--- config.mk ---
export PLATFORM = sky130hd
export DESIGN_NAME = rxbd_seq
export DESIGN_NICKNAME = d
export VERILOG_FILES = /design/src/rtl/rxbd_pkg.sv /design/src/rtl/rxbd_cfg.sv /design/src/rtl/rxbd_ptr.sv /design/src/rtl/rxbd_pack.sv /design/src/rtl/rxbd_seq.sv
export SDC_FILE = /design/constraint.sdc
export NUM_CORES = 1
export LEC_CHECK = 0
export ABC_AREA = 1
export BUFFER_PORTS_ARGS = -buffer_cell sky130_fd_sc_hd__buf_4
export CAP_MARGIN = 20
export CORE_MARGIN = 2
export CORE_UTILIZATION = 53
export CTS_CLUSTER_DIAMETER = 60
export DETAILED_ROUTE_END_ITERATION = 8
export PLACE_DENSITY = 0.81
export SYNTH_ARGS = -nofsm -noshare
export SYNTH_HDL_FRONTEND = slang
export SYNTH_SLANG_ARGS = --single-unit
--- constraint.sdc ---
create_clock -name clk -period 2.12 [get_ports clk]
set_input_delay 0 -clock clk [delete_from_list [all_inputs] [get_ports clk]]
set_output_delay 0 -clock clk [all_outputs]
set_load 0.02 [all_outputs]
--- src/rtl/rxbd_pkg.sv ---
package rxbd_pkg;
  typedef enum logic [1:0] {
    ST_IDLE  = 2'd0,
    ST_RECV  = 2'd1,
    ST_CLOSE = 2'd2
  } seq_state_e;

  typedef struct packed {
    logic       hi_first;
    logic [3:0] fc;
  } cfg_t;

  localparam logic [3:0] FC_ILLEGAL = 4'b0111;
  localparam int unsigned WORD_W    = 16;
  localparam int unsigned BYTE_W    = 8;
endpackage

--- src/rtl/rxbd_cfg.sv ---
module rxbd_cfg
  import rxbd_pkg::*;
#(
  parameter int unsigned AW          = 16,
  parameter int unsigned LW          = 8,
  parameter int unsigned STEP        = 8,
  parameter logic [15:0] BASE_INIT   = 16'h0100,
  parameter logic [7:0]  MAXLEN_INIT = 8'd4,
  parameter logic [7:0]  CFG_INIT    = 8'h18
) (
  input  logic          clk,
  input  logic          rst_n,
  input  logic          cfg_we,
  input  logic [7:0]    cfg_wdata,
  input  logic          base_we,
  input  logic [AW-1:0] base_wdata,
  input  logic          maxlen_we,
  input  logic [LW-1:0] maxlen_wdata,
  output cfg_t          cfg_q,
  output logic [AW-1:0] base_q,
  output logic [LW-1:0] maxlen_q,
  output logic [7:0]    cfg_rdata,
  output logic          fc_bad
);
  localparam int unsigned SH = $clog2(STEP);

  cfg_t          cfg_d;
  logic [AW-1:0] base_d;
  logic [LW-1:0] maxlen_d;

  always_comb begin
    cfg_d    = cfg_q;
    base_d   = base_q;
    maxlen_d = maxlen_q;
    if (cfg_we) begin
      cfg_d.hi_first = cfg_wdata[4];
      cfg_d.fc       = cfg_wdata[3:0];
    end
    if (base_we) begin
      base_d = {base_wdata[AW-1:SH], {SH{1'b0}}};
    end
    if (maxlen_we) begin
      maxlen_d = maxlen_wdata;
    end
  end

  always_ff @(posedge clk or negedge rst_n) begin
    if (!rst_n) begin
      cfg_q.hi_first <= CFG_INIT[4];
      cfg_q.fc       <= CFG_INIT[3:0];
      base_q         <= AW'(BASE_INIT);
      maxlen_q       <= LW'(MAXLEN_INIT);
    end else begin
      cfg_q    <= cfg_d;
      base_q   <= base_d;
      maxlen_q <= maxlen_d;
    end
  end

  assign cfg_rdata = {3'b000, cfg_q.hi_first, cfg_q.fc};
  assign fc_bad    = (cfg_q.fc == FC_ILLEGAL);
endmodule

--- src/rtl/rxbd_ptr.sv ---
module rxbd_ptr #(
  parameter int unsigned AW        = 16,
  parameter int unsigned STEP      = 8,
  parameter logic [15:0] BASE_INIT = 16'h0100
) (
  input  logic          clk,
  input  logic          rst_n,
  input  logic          advance,
  input  logic          wrap,
  input  logic [AW-1:0] base,
  input  logic          host_we,
  input  logic [AW-1:0] host_data,
  input  logic          rx_en,
  output logic [AW-1:0] ptr_q
);
  localparam int unsigned SH = $clog2(STEP);

  logic [AW-1:0] ptr_d;
  logic          ptr_en;

  always_comb begin
    ptr_en = 1'b0;
    ptr_d  = ptr_q;
    if (advance) begin
      ptr_en = 1'b1;
      ptr_d  = wrap ? base : ptr_q + AW'(STEP);
    end else if (host_we && !rx_en) begin
      ptr_en = 1'b1;
      ptr_d  = {host_data[AW-1:SH], {SH{1'b0}}};
    end
  end

  always_ff @(posedge clk or negedge rst_n) begin
    if (!rst_n) begin
      ptr_q <= AW'(BASE_INIT);
    end else if (ptr_en) begin
      ptr_q <= ptr_d;
    end
  end
endmodule

--- src/rtl/rxbd_pack.sv ---
module rxbd_pack #(
  parameter int unsigned AW = 16,
  parameter int unsigned LW = 8
) (
  input  logic          clk,
  input  logic          rst_n,
  input  logic          accept,
  input  logic [7:0]    byte_in,
  input  logic          hi_first,
  input  logic [LW-1:0] maxlen,
  input  logic [AW-1:0] buf_addr,
  input  logic          clear,
  output logic          word_valid,
  output logic [AW-1:0] word_addr,
  output logic [15:0]   word_data,
  output logic          last,
  output logic [LW-1:0] count
);
  logic [LW-1:0] cnt_q, cnt_d;
  logic [7:0]    hold_q, hold_d;
  logic [7:0]    early, late;
  logic          odd_pos;

  assign odd_pos = cnt_q[0];
  assign last    = ((cnt_q + LW'(1)) == maxlen);

  always_comb begin
    if (odd_pos) begin
      early = hold_q;
      late  = byte_in;
    end else begin
      early = byte_in;
      late  = 8'h00;
    end
    word_data  = hi_first ? {early, late} : {late, early};
    word_addr  = buf_addr + AW'({cnt_q[LW-1:1], 1'b0});
    word_valid = accept && (odd_pos || last);
  end

  always_comb begin
    cnt_d  = cnt_q;
    hold_d = hold_q;
    if (clear) begin
      cnt_d = '0;
    end else if (accept) begin
      cnt_d = cnt_q + LW'(1);
      if (!odd_pos) hold_d = byte_in;
    end
  end

  always_ff @(posedge clk or negedge rst_n) begin
    if (!rst_n) begin
      cnt_q  <= '0;
      hold_q <= '0;
    end else begin
      cnt_q  <= cnt_d;
      hold_q <= hold_d;
    end
  end

  assign count = cnt_q;
endmodule

--- src/rtl/rxbd_seq.sv ---
module rxbd_seq
  import rxbd_pkg::*;
#(
  parameter int unsigned AW          = 16,
  parameter int unsigned LW          = 8,
  parameter int unsigned STEP        = 8,
  parameter logic [15:0] BASE_INIT   = 16'h0100,
  parameter logic [7:0]  MAXLEN_INIT = 8'd4,
  parameter logic [7:0]  CFG_INIT    = 8'h18
) (
  input  logic          clk,
  input  logic          rst_n,
  input  logic          rx_en,
  input  logic          cfg_we,
  input  logic [7:0]    cfg_wdata,
  output logic [7:0]    cfg_rdata,
  input  logic          base_we,
  input  logic [AW-1:0] base_wdata,
  input  logic          ptr_we,
  input  logic [AW-1:0] ptr_wdata,
  input  logic          maxlen_we,
  input  logic [LW-1:0] maxlen_wdata,
  input  logic          rx_valid,
  input  logic [7:0]    rx_data,
  output logic [AW-1:0] bd_ptr,
  input  logic          bd_empty,
  input  logic          bd_wrap,
  input  logic [AW-1:0] bd_buf_addr,
  output logic          wr_req,
  output logic [AW-1:0] wr_addr,
  output logic [15:0]   wr_data,
  output logic [3:0]    wr_fc,
  output logic          fc_fault,
  output logic          rx_active
);
  localparam int unsigned PAD_W = 14 - LW;

  cfg_t          cfg_q;
  logic [AW-1:0] base_q;
  logic [LW-1:0] maxlen_q;
  logic          fc_bad;

  seq_state_e    st_q, st_d;
  logic          accept, closing;

  logic          word_valid, last;
  logic [AW-1:0] word_addr;
  logic [15:0]   word_data;
  logic [LW-1:0] count;
  logic [15:0]   status_word;

  logic          req_d, req_q;
  logic [AW-1:0] addr_d, addr_q;
  logic [15:0]   data_d, data_q;
  logic [3:0]    fc_q;
  logic          out_en;

  rxbd_cfg #(
    .AW(AW), .LW(LW), .STEP(STEP), .BASE_INIT(BASE_INIT),
    .MAXLEN_INIT(MAXLEN_INIT), .CFG_INIT(CFG_INIT)
  ) u_cfg (
    .clk(clk), .rst_n(rst_n),
    .cfg_we(cfg_we), .cfg_wdata(cfg_wdata),
    .base_we(base_we), .base_wdata(base_wdata),
    .maxlen_we(maxlen_we), .maxlen_wdata(maxlen_wdata),
    .cfg_q(cfg_q), .base_q(base_q), .maxlen_q(maxlen_q),
    .cfg_rdata(cfg_rdata), .fc_bad(fc_bad)
  );

  assign closing = (st_q == ST_CLOSE);
  assign accept  = rx_valid && rx_en &&
                   (((st_q == ST_IDLE) && bd_empty) || (st_q == ST_RECV));

  rxbd_ptr #(.AW(AW), .STEP(STEP), .BASE_INIT(BASE_INIT)) u_ptr (
    .clk(clk), .rst_n(rst_n),
    .advance(closing), .wrap(bd_wrap), .base(base_q),
    .host_we(ptr_we), .host_data(ptr_wdata), .rx_en(rx_en),
    .ptr_q(bd_ptr)
  );

  rxbd_pack #(.AW(AW), .LW(LW)) u_pack (
    .clk(clk), .rst_n(rst_n),
    .accept(accept), .byte_in(rx_data), .hi_first(cfg_q.hi_first),
    .maxlen(maxlen_q), .buf_addr(bd_buf_addr), .clear(closing),
    .word_valid(word_valid), .word_addr(word_addr), .word_data(word_data),
    .last(last), .count(count)
  );

  generate
    if (PAD_W > 0) begin : g_pad
      assign status_word = {1'b0, bd_wrap, {PAD_W{1'b0}}, count};
    end else begin : g_nopad
      assign status_word = {1'b0, bd_wrap, count};
    end
  endgenerate

  always_comb begin
    st_d = st_q;
    case (st_q)
      ST_IDLE:  if (accept) st_d = last ? ST_CLOSE : ST_RECV;
      ST_RECV:  if (accept && last) st_d = ST_CLOSE;
      ST_CLOSE: st_d = ST_IDLE;
      default:  st_d = ST_IDLE;
    endcase
  end

  always_comb begin
    req_d  = 1'b0;
    addr_d = addr_q;
    data_d = data_q;
    if (closing) begin
      req_d  = 1'b1;
      addr_d = bd_ptr;
      data_d = status_word;
    end else if (word_valid) begin
      req_d  = 1'b1;
      addr_d = word_addr;
      data_d = word_data;
    end
    out_en = req_d;
    req_d  = req_d && !fc_bad;
  end

  always_ff @(posedge clk or negedge rst_n) begin
    if (!rst_n) begin
      st_q  <= ST_IDLE;
      req_q <= 1'b0;
      fc_q  <= CFG_INIT[3:0];
    end else begin
      st_q  <= st_d;
      req_q <= req_d;
      fc_q  <= cfg_q.fc;
    end
  end

  always_ff @(posedge clk or negedge rst_n) begin
    if (!rst_n) begin
      addr_q <= '0;
      data_q <= '0;
    end else if (out_en) begin
      addr_q <= addr_d;
      data_q <= data_d;
    end
  end

  assign wr_req    = req_q;
  assign wr_addr   = addr_q;
  assign wr_data   = data_q;
  assign wr_fc     = fc_q;
  assign fc_fault  = fc_bad;
  assign rx_active = (st_q != ST_IDLE);
endmodule

* Yosys cells after proc, flatten, opt, wreduce, memory -nomap -nowiden *
Cells that the tools add are included.

storage, ports and cells
  memories = 0
  bits in latches = 0
  flip-flop bits (word level) = 97
  input port bits = 82
  bits in writable memories = 0
  memory bits (read-only) = 0

cells by class
  order comparisons = 0
  shift operators = 0
  mux-type cells = 20
  reduce and logical (&&, ||, !) cells = 20
  div/mod/pow operators = 0
  add/sub/neg operators = 3
  $mul = 0
  equal/unequal tests = 6
  bitwise gates (word level) = 1

operators with widths
  operator                                                               count
  16-bit two-way mux                                                     8
  8-bit two-way mux                                                      4
  16-bit by 4-bit adder with 16-bit output, second input constant        1
  16-bit by 8-bit adder with 16-bit output                               1
  8-bit by 1-bit adder with 8-bit output, second input constant          1
  8-bit equality test                                                    1
  2-bit AND reduction                                                    4
  2-bit nonzero test                                                     4
  1-bit logical AND                                                      7
  2-bit two-way mux                                                      3
  4-bit by 3-bit equality test with 1-bit output, second input constant  1
  1-bit two-way mux                                                      4
  2-bit one-hot mux with 2 select lines                                  1
  2-bit by 1-bit equality test with 1-bit output, second input constant  1
  2-bit equality test, second input constant                             1
  1-bit zero test                                                        2
  2-bit zero test                                                        1
  1-bit logical OR                                                       2
  2-bit by 1-bit != test with 1-bit output, second input constant        1
  2-bit != test, second input constant                                   1
  1-bit inverter                                                         1

* Longest topological paths before layout *
Gate-level depths: netlist of the first run.

  depth in word-level cells = 8
  gate-level depth with buffers = 15
  mapped depth without buffers = 14

* Cells and area by module *
Synthesis of the first run repeated with hierarchy kept, for this count alone.

second synthesis, totals
  cell total of the unflattened synthesis = 741
  area, all modules = 5555.3 µm²

by module, submodules not included
  module     sequential area each (µm²)  area an instance (µm²)  cells an instance  times used
  rxbd_seq   977.2                       1675.4                  190                1
  rxbd_pack  400.4                       1669.1                  257                1
  rxbd_ptr   401.6                       1119.8                  168                1
  rxbd_cfg   655.6                       1091.0                  126                1

* Least setup slack after synthesis of the first run *
No wires, ideal clock.

  kind = register to register
  start = register u_pack.cnt_q[3] (netlist: u_pack.count[3])
  end = register addr_q[6] (netlist: wr_addr[6])
  arrival = 1.693 ns
  stages on the path, launching flop included = 10
  setup time = 0.117 ns
  clock period less this slack = 1.810 ns
  setup slack = 0.310 ns
  path through = dfrtp_1 > ha_1 > or2_2 > nand3_1 > nand2_1 > or2_2 > nand3_1 > o21ai_0 > nand3_1 > nand2_1

on the way
  cells in the longest elaborated chain, start to end = 7
  elaborated cells on any way between the ends = 11
  those cells by class = add/sub: 2; eq/ne: 1; mux: 4; reduce/logical: 4

ends and longest elaborated chain
  element                                 RTL line         text
  start: declaration                      rxbd_pack.sv:19  logic [LW-1:0] cnt_q, cnt_d;
  start signal: assignment                rxbd_pack.sv:56  cnt_q <= cnt_d;
  8-bit by 1-bit adder with 8-bit output  rxbd_pack.sv:25  assign last = ((cnt_q + LW'(1)) == maxlen);
  8-bit equality test                     rxbd_pack.sv:25
  1-bit logical OR                        rxbd_pack.sv:37  word_valid = accept && (odd_pos || last);
  1-bit logical AND                       rxbd_pack.sv:37
  1-bit two-way mux                       rxbd_seq.sv:115  end else if (word_valid) begin
  1-bit two-way mux                       rxbd_seq.sv:111  if (closing) begin
  2-bit AND reduction (no source line)    n/a
  end signal: assignment                  rxbd_seq.sv:141  addr_q <= addr_d;
  end: declaration                        rxbd_seq.sv:53   logic [AW-1:0] addr_d, addr_q;

Parallel ways exist; a longest one is shown, timed or not. The select of a mux whose other input is x is not followed.
A chain may end at the register's enable or synchronous reset.

* Worst setup path after layout of the first run *
  start = register u_pack.cnt_q[1] (netlist: u_pack.count[1])
  end = register data_q[1] (netlist: wr_data[1])

on the way
  cells in the longest elaborated chain, start to end = 7
  elaborated cells on any way between the ends = 9
  those cells by class = add/sub: 1; eq/ne: 1; mux: 3; reduce/logical: 4

ends and longest elaborated chain
  element                                 RTL line         text
  8-bit by 1-bit adder with 8-bit output  rxbd_pack.sv:25
  8-bit equality test                     rxbd_pack.sv:25
  1-bit logical OR                        rxbd_pack.sv:37
  1-bit logical AND                       rxbd_pack.sv:37
  1-bit two-way mux                       rxbd_seq.sv:115
  1-bit two-way mux                       rxbd_seq.sv:111
  2-bit AND reduction (no source line)    n/a
  end signal: assignment                  rxbd_seq.sv:142  data_q <= data_d;
  end: declaration                        rxbd_seq.sv:54   logic [15:0] data_d, data_q;

Parallel ways exist; a longest one is shown, timed or not.

==> results of run 1 <==
==> per-layer routing <==
| metal | vias up | share of wire | global-route usage |
|---|---|---|---|
| met5 | - | 0 | 0 |
| met4 | 0 | 0.018 | 0.0912 |
| met2 | 268 | 0.49 | 0.523 |
| met1 | 2852 | 0.42 | 0.417 |
| li1 | 2878 | - | - |
| met3 | 31 | 0.073 | 0.0470 |
==> path summary, 6_finish.rpt <==
| kind | cells past startpoint | to | startpoint | slack (ns) |
|---|---|---|---|---|
| worst min register to register | 0 | wr_fc[3] | u_cfg.cfg_q[3] | 0.39 |
| max in group asynchronous | 3 | u_cfg.maxlen_q[2] | rst_n | 1.24 |
| worst max-delay path | 13 | wr_data[1] | u_pack.count[1] | 0.10 |
| worst min-delay path | 6 | wr_addr[15] | bd_buf_addr[15] | 0.006 |
| min in group asynchronous | 2 | wr_addr[10] | rst_n | 0.15 |
| worst max register to register | 13 | wr_data[1] | u_pack.count[1] | 0.10 |
==> repair_timing <==
item	in CTS	in global routing
gates cloned	0	2
hold buffers	79	0
resized for setup	1	15
setup endpoints to repair	32	33
hold endpoints to repair	86	0
setup buffers	0	4
pin swaps	0	3
==> cell usage after synthesis, drive strengths merged, types with 4 or more instances <==
cell / instances
nor2: 53
ha: 9
inv: 75
nand2: 243
nand3b: 6
dfstp: 6
a22oi: 6
buf: 15
clkbuf: 21
a211oi: 7
nand4: 5
nand3: 89
o21ai: 69
a221oi: 4
a21oi: 16
a31oi: 12
mux2: 8
dfrtp: 88
==> final cells by class <==
type,instances,area [µm²]
clock inverter,7,73.8
multi-input combinational,551,2740
sequential,94,2360
fill,739,2480
inverter,77,289
tap,136,170
clock buffer,9,124
timing repair buffer,226,1950
==> flip-flops by register name, summed over array words and instances, names as in the netlist <==
signal	flops
wr_addr	16
wr_data	16
u_cfg.base_q	13
u_ptr.ptr_q	13
u_cfg.maxlen_q	8
u_pack.count	8
u_pack.hold_q	8
u_cfg.cfg_q	5
wr_fc	4
st_q	2
wr_req	1
==> stage by stage <==
step                setup slack [ns]   util  cell area, µm²  TNS [ns]
floorplan                      0.310      -            5500         0
global placement               0.102  0.646            6580         0
detailed placement          -0.00820  0.646            6580   -0.0295
CTS                           0.0247  0.744            7580         0
global route                 -0.0254  0.757            7710    -0.166
finish                         0.102  0.757            7710         0
==> power by group <==
part | internal, µW | total, µW | switching [µW]
clock network | 552 | 1250 | 700
logic | 1270 | 3070 | 1790
registers | 2290 | 2660 | 370
==> worst max-delay path, delay by kind of cell, from the launching register on <==
family / cells / cell delay (ns)
flops: 1 / 0.46
buf+inv: 1 / 0.19
simple gates: 11 / 1.08
fa+ha+maj: 1 / 0.22
==> cell families (layout without fill, tap and decap cells) <==
logic type | after synthesis | after routing | synth area share
fa+ha+maj | 10 | 10 | 0.0242
flops | 94 | 94 | 0.430
mux | 8 | 8 | 0.0164
simple gates | 404 | 405 | 0.314
buf+inv | 113 | 319 | 0.0887
other cells | 1 | 6 | 0.000684
compound gates | 122 | 122 | 0.126
==> flow_metrics.py, run 1 <==
metrics = {
    "logic_synthesis": {
        "async_flop_share": 1.00,
        "yosysUniqueCellTypes": 37,
        "yosys_warnings": 0,
        "synthTopCellsByArea": "dfrtp_1, nand2_1, nand3_1, o21ai_0, inv_1",
        "synth-main-ff-cell": "dfrtp_1",
        "ys_seq_area_frac": 0.430,
        "netlist_area_mm2": 0.00549,
        "synth_area_leader_cell": "dfrtp_1",
        "avgSynthCellArea_um2": 7.29,
        "synth_cells": 752,
        "synth-edff-count": 0,
        "ys_ff_latch": 94,
        "synth_top_area_share": 0.401,
    },
    "final_layout": {
        "drive_gt1_frac": 0.209,
        "layout_common_cells": "nand2_1, buf_4, nand3_1",
        "finalNetCount": 1051,
        "finalNonFillerCells": 1100,
        "antenna_cells": 0,
        "layout_commonest_cell": "nand2_1",
        "syn_to_final_growth_pct": 40.5,
    },
    "detailed_routing": {
        "drt-vias-per-instance": 5.48,
        "drcViolationCount": 0,
        "dr.pass1.iters": 5,
        "drt-total-wl_um": 17500,
        "drtAntennaViolNets": 0,
        "vias": 6029,
        "wl_per_cell_um": 15.9,
        "drt_iter0_drc": 486,
    },
    "grt": {
        "grt_pass1_vias": 5619,
        "grt_remaining_overflow": 0,
        "grt_pass1_wl_um": 27600,
        "grt_max_degree": 52,
        "grt_usage": 0.311,
        "grt_antenna_before_repair": 0,
    },
    "cts": {
        "clk_pin_slew_ns": 0.10,
        "cts_buffers": 9,
        "cts_root_buffer": "clkbuf_8",
        "cts_tree": "built",
        "htreeDepth": 3,
        "clk_latency_ns": 0.38,
        "clockBufferDepth": 2,
        "clock-sinks": 94,
    },
    "sta": {
        "fin_crit_ns": 2.02,
        "finalMaxSlewViolations": 0,
        "hold_slack_ns": 0.00613,
        "fmax_ghz": 0.496,
        "worst_pin_slew_ns": 0.571,
        "slew-limit-headroom": 0.619,
        "timing.final.crit_share": 0.952,
        "finalSetupViolCount": 0,
        "hold_viol": 0,
        "fin_skew_ns": 0.00890,
    },
    "place": {
        "placed_cells": 999,
        "dp.final_hpwl_um": 11100,
        "gp_congestion": 0.969,
        "portBuffers": 129,
    },
    "power_and_ir_drop": {
        "p_leak_uw": 0.00386,
        "power_uw": 6970,
        "power_density_mw_per_mm2": 905,
        "peakVddDrop_mv": 0.567,
    },
    "worst_setup_path": {
        "critPathMaxFanout": 13,
        "cp.required_ns": 2.44,
        "slowest_delay_ns": 0.46,
        "path_cells": "ha_1, nand2_2, nor2_4, nand2_1, nand2_1, nand3_1, nand2_1, nor2_2, nand3_4, nand2_8, clkbuf_16, nand3_1, nand2_1",
        "endpoint_kind": "flop",
        "crit_top_cell": "nand2_1",
        "cp-start-kind": "flop",
        "criticalPathCategory": "flop to flop",
        "arrival_ns": 2.34,
        "slowest_stage": "dfrtp_2",
    },
    "die": {
        "die_w_um": 106,
        "fp.dieH_um": 106,
        "fp.coreArea_mm2": 0.0102,
        "die_area_mm2": 0.0112,
        "fp-row-count": 37,
        "start_util": 0.539,
        "ios": 145,
    },
    "hold_path": {
        "hp-class": "input pin to flop",
    },
    "outcome": {
        "outcome": "finished, final reports clean",
    },
    "job": {
        "maxCapViolations": 0,
    },
}
No activity file was read; power rests on OpenSTA's default activity.
==> run 2, diff against run 1 <==
Settings changed: CORE_ASPECT_RATIO set to 0.6.
==> flow_metrics.py, run 2 (same netlist as run 1, synthesis figures left out) <==
metrics = {
    "cts": {
        "cts_buffers": 9,
        "cts_tree": "built",
        "clk_latency_ns": 0.34,
        "clockBufferDepth": 2,
        "clk_pin_slew_ns": 0.06,
        "clock-sinks": 94,
        "cts_root_buffer": "clkbuf_16",
        "htreeDepth": 3,
    },
    "sta": {
        "timing.final.crit_share": 0.953,
        "fin_crit_ns": 2.02,
        "finalSetupViolCount": 0,
        "worst_pin_slew_ns": 0.662,
        "fmax_ghz": 0.495,
        "fin_skew_ns": 0.00525,
        "hold_slack_ns": -0.00194,
        "hold_viol": 1,
        "slew-limit-headroom": 0.555,
        "finalMaxSlewViolations": 0,
        "setup_slack_ns": 0.0987,
    },
    "grt": {
        "grt_pass1_wl_um": 27600,
        "grt_max_degree": 60,
        "grt_remaining_overflow": 0,
        "grt_pass1_vias": 5645,
        "grt_usage": 0.312,
        "grt_antenna_before_repair": 0,
    },
    "place": {
        "place_area_mm2": 0.00664,
        "gp_congestion": 0.942,
        "dp.final_hpwl_um": 12400,
        "portBuffers": 129,
        "place_ws_ns": 0.0152,
    },
    "die": {
        "ios": 145,
        "die_area_mm2": 0.0112,
        "fp.dieH_um": 82.8,
        "start_util": 0.551,
        "fp-row-count": 28,
        "fp.coreArea_mm2": 0.00995,
        "die_w_um": 135,
    },
    "final_layout": {
        "syn_to_final_growth_pct": 41.0,
        "design_area_mm2": 0.00773,
        "final_core_util": 0.777,
        "drive_gt1_frac": 0.213,
        "layout_common_cells": "nand2_1, buf_4, nand3_1",
        "fillCellCount": 726,
        "finalNetCount": 1039,
        "antenna_cells": 0,
        "layout_commonest_cell": "nand2_1",
    },
    "power_and_ir_drop": {
        "power_uw": 7460,
        "peakVddDrop_mv": 0.778,
        "p_leak_uw": 0.00389,
        "power_density_mw_per_mm2": 964,
    },
    "worst_setup_path": {
        "cp.required_ns": 2.35,
        "slowest_stage": "dfrtp_1",
        "endpoint_kind": "flop",
        "slowest_delay_ns": 0.39,
        "critPathMaxFanout": 16,
        "crit_top_cell": "nand2_1",
        "path_cells": "buf_4, inv_1, nor2_4, nand3_1, nand3_1, nand2_1, nor2_2, nand3_4, nand2_8, nand2_4, nand2_1, nand2_1",
        "crit_buf_inv": 2,
        "criticalPathCategory": "flop to flop",
        "cp-start-kind": "flop",
        "crit_family": "simple AND/OR/NAND/NOR gates",
        "rrSetupSlack_ns": 0.1,
        "arrival_ns": 2.25,
    },
    "detailed_routing": {
        "dr.pass1.iters": 6,
        "drt_iter0_drc": 713,
        "drtAntennaViolNets": 0,
        "vias": 6067,
        "drt-total-wl_um": 17800,
        "drt-vias-per-instance": 5.58,
        "wl_per_cell_um": 16.3,
        "drcViolationCount": 0,
    },
    "outcome": {
        "outcome": "complete, but fails checks",
        "violations": "negative hold slack",
    },
    "hold_path": {
        "hp-class": "input pin to flop",
    },
    "job": {
        "maxCapViolations": 0,
    },
}
-- run 2: cell count changes in the layout (fill, tap and decap cells not counted), sizes merged --
| cell | change |
|---|---|
| clkinvlp | +1 |
| clkbuf | +1 |
| buf | +3 |
| dlygate4sd3 | -15 |
| bufinv | +1 |
| clkinv | -4 |
| inv | +1 |
-- run 2: repair_timing --
action / 4_1_cts / 5_1_grt
hold buffers: 64 / 0
resized for setup: 0 / 16
setup endpoints to repair: 0 / 33
buffers inserted: 0 / 1
hold endpoints to repair: 74 / 0
-- run 2: where the power goes --
| group | internal (µW) | total (µW) | switching (µW) |
|---|---|---|---|
| registers | 2290 | 2690 | 405 |
| logic | 1250 | 3010 | 1770 |
| clock network | 1040 | 1750 | 705 |
-- run 2: worst paths after layout --
kind,cells past startpoint,to,startpoint
max,12,wr_addr[1],u_pack.count[0]
min,3,u_ptr.ptr_q[8],ptr_wdata[8]
max reg2reg,12,wr_addr[1],u_pack.count[0]
min reg2reg,0,wr_fc[3],u_cfg.cfg_q[3]
max in group asynchronous,3,u_cfg.cfg_q[3],rst_n
min in group asynchronous,2,u_cfg.base_q[3],rst_n
-- run 2: area by class of cell --
| type | count | area, µm² | share of cell area |
|---|---|---|---|
| clock buffer | 10 | 229 | 0.0296 |
| clock inverter | 6 | 93.8 | 0.0121 |
| inverter | 77 | 289 | 0.0374 |
| multi-input combinational | 551 | 2750 | 0.356 |
| sequential | 94 | 2360 | 0.306 |
| tap | 135 | 169 | 0.0218 |
| timing repair buffer | 214 | 1830 | 0.237 |
-- run 2: through the flow --
step / std cells / TNS, ns / hold WS, ns
2_1_floorplan: 757 / 0 / -0.296
3_3_place_gp: 1004 / 0 / -0.0103
3_5_place_dp: 1004 / 0 / -0.00629
4_1_cts: 1084 / 0 / 0.00418
5_1_grt: 1087 / -0.00393 / 0.0167
6_report: 1087 / 0 / -0.00194
-- run 2: metal layers --
layer / wire length [µm] / global-route usage / vias up
met5: 0 / 0 / -
met4: 153 / 0.0521 / 0
met3: 2010 / 0.0763 / 21
met2: 7840 / 0.477 / 327
met1: 7770 / 0.458 / 2876
li1: - / - / 2843
-- run 2: tightest hold or removal path, delay by kind of cell --
| family | cells | cell delay, ns |
|---|---|---|
| AO/OA/AOI/OAI | 2 | 0.21 |
| buffers and inverters | 1 | 0.08 |
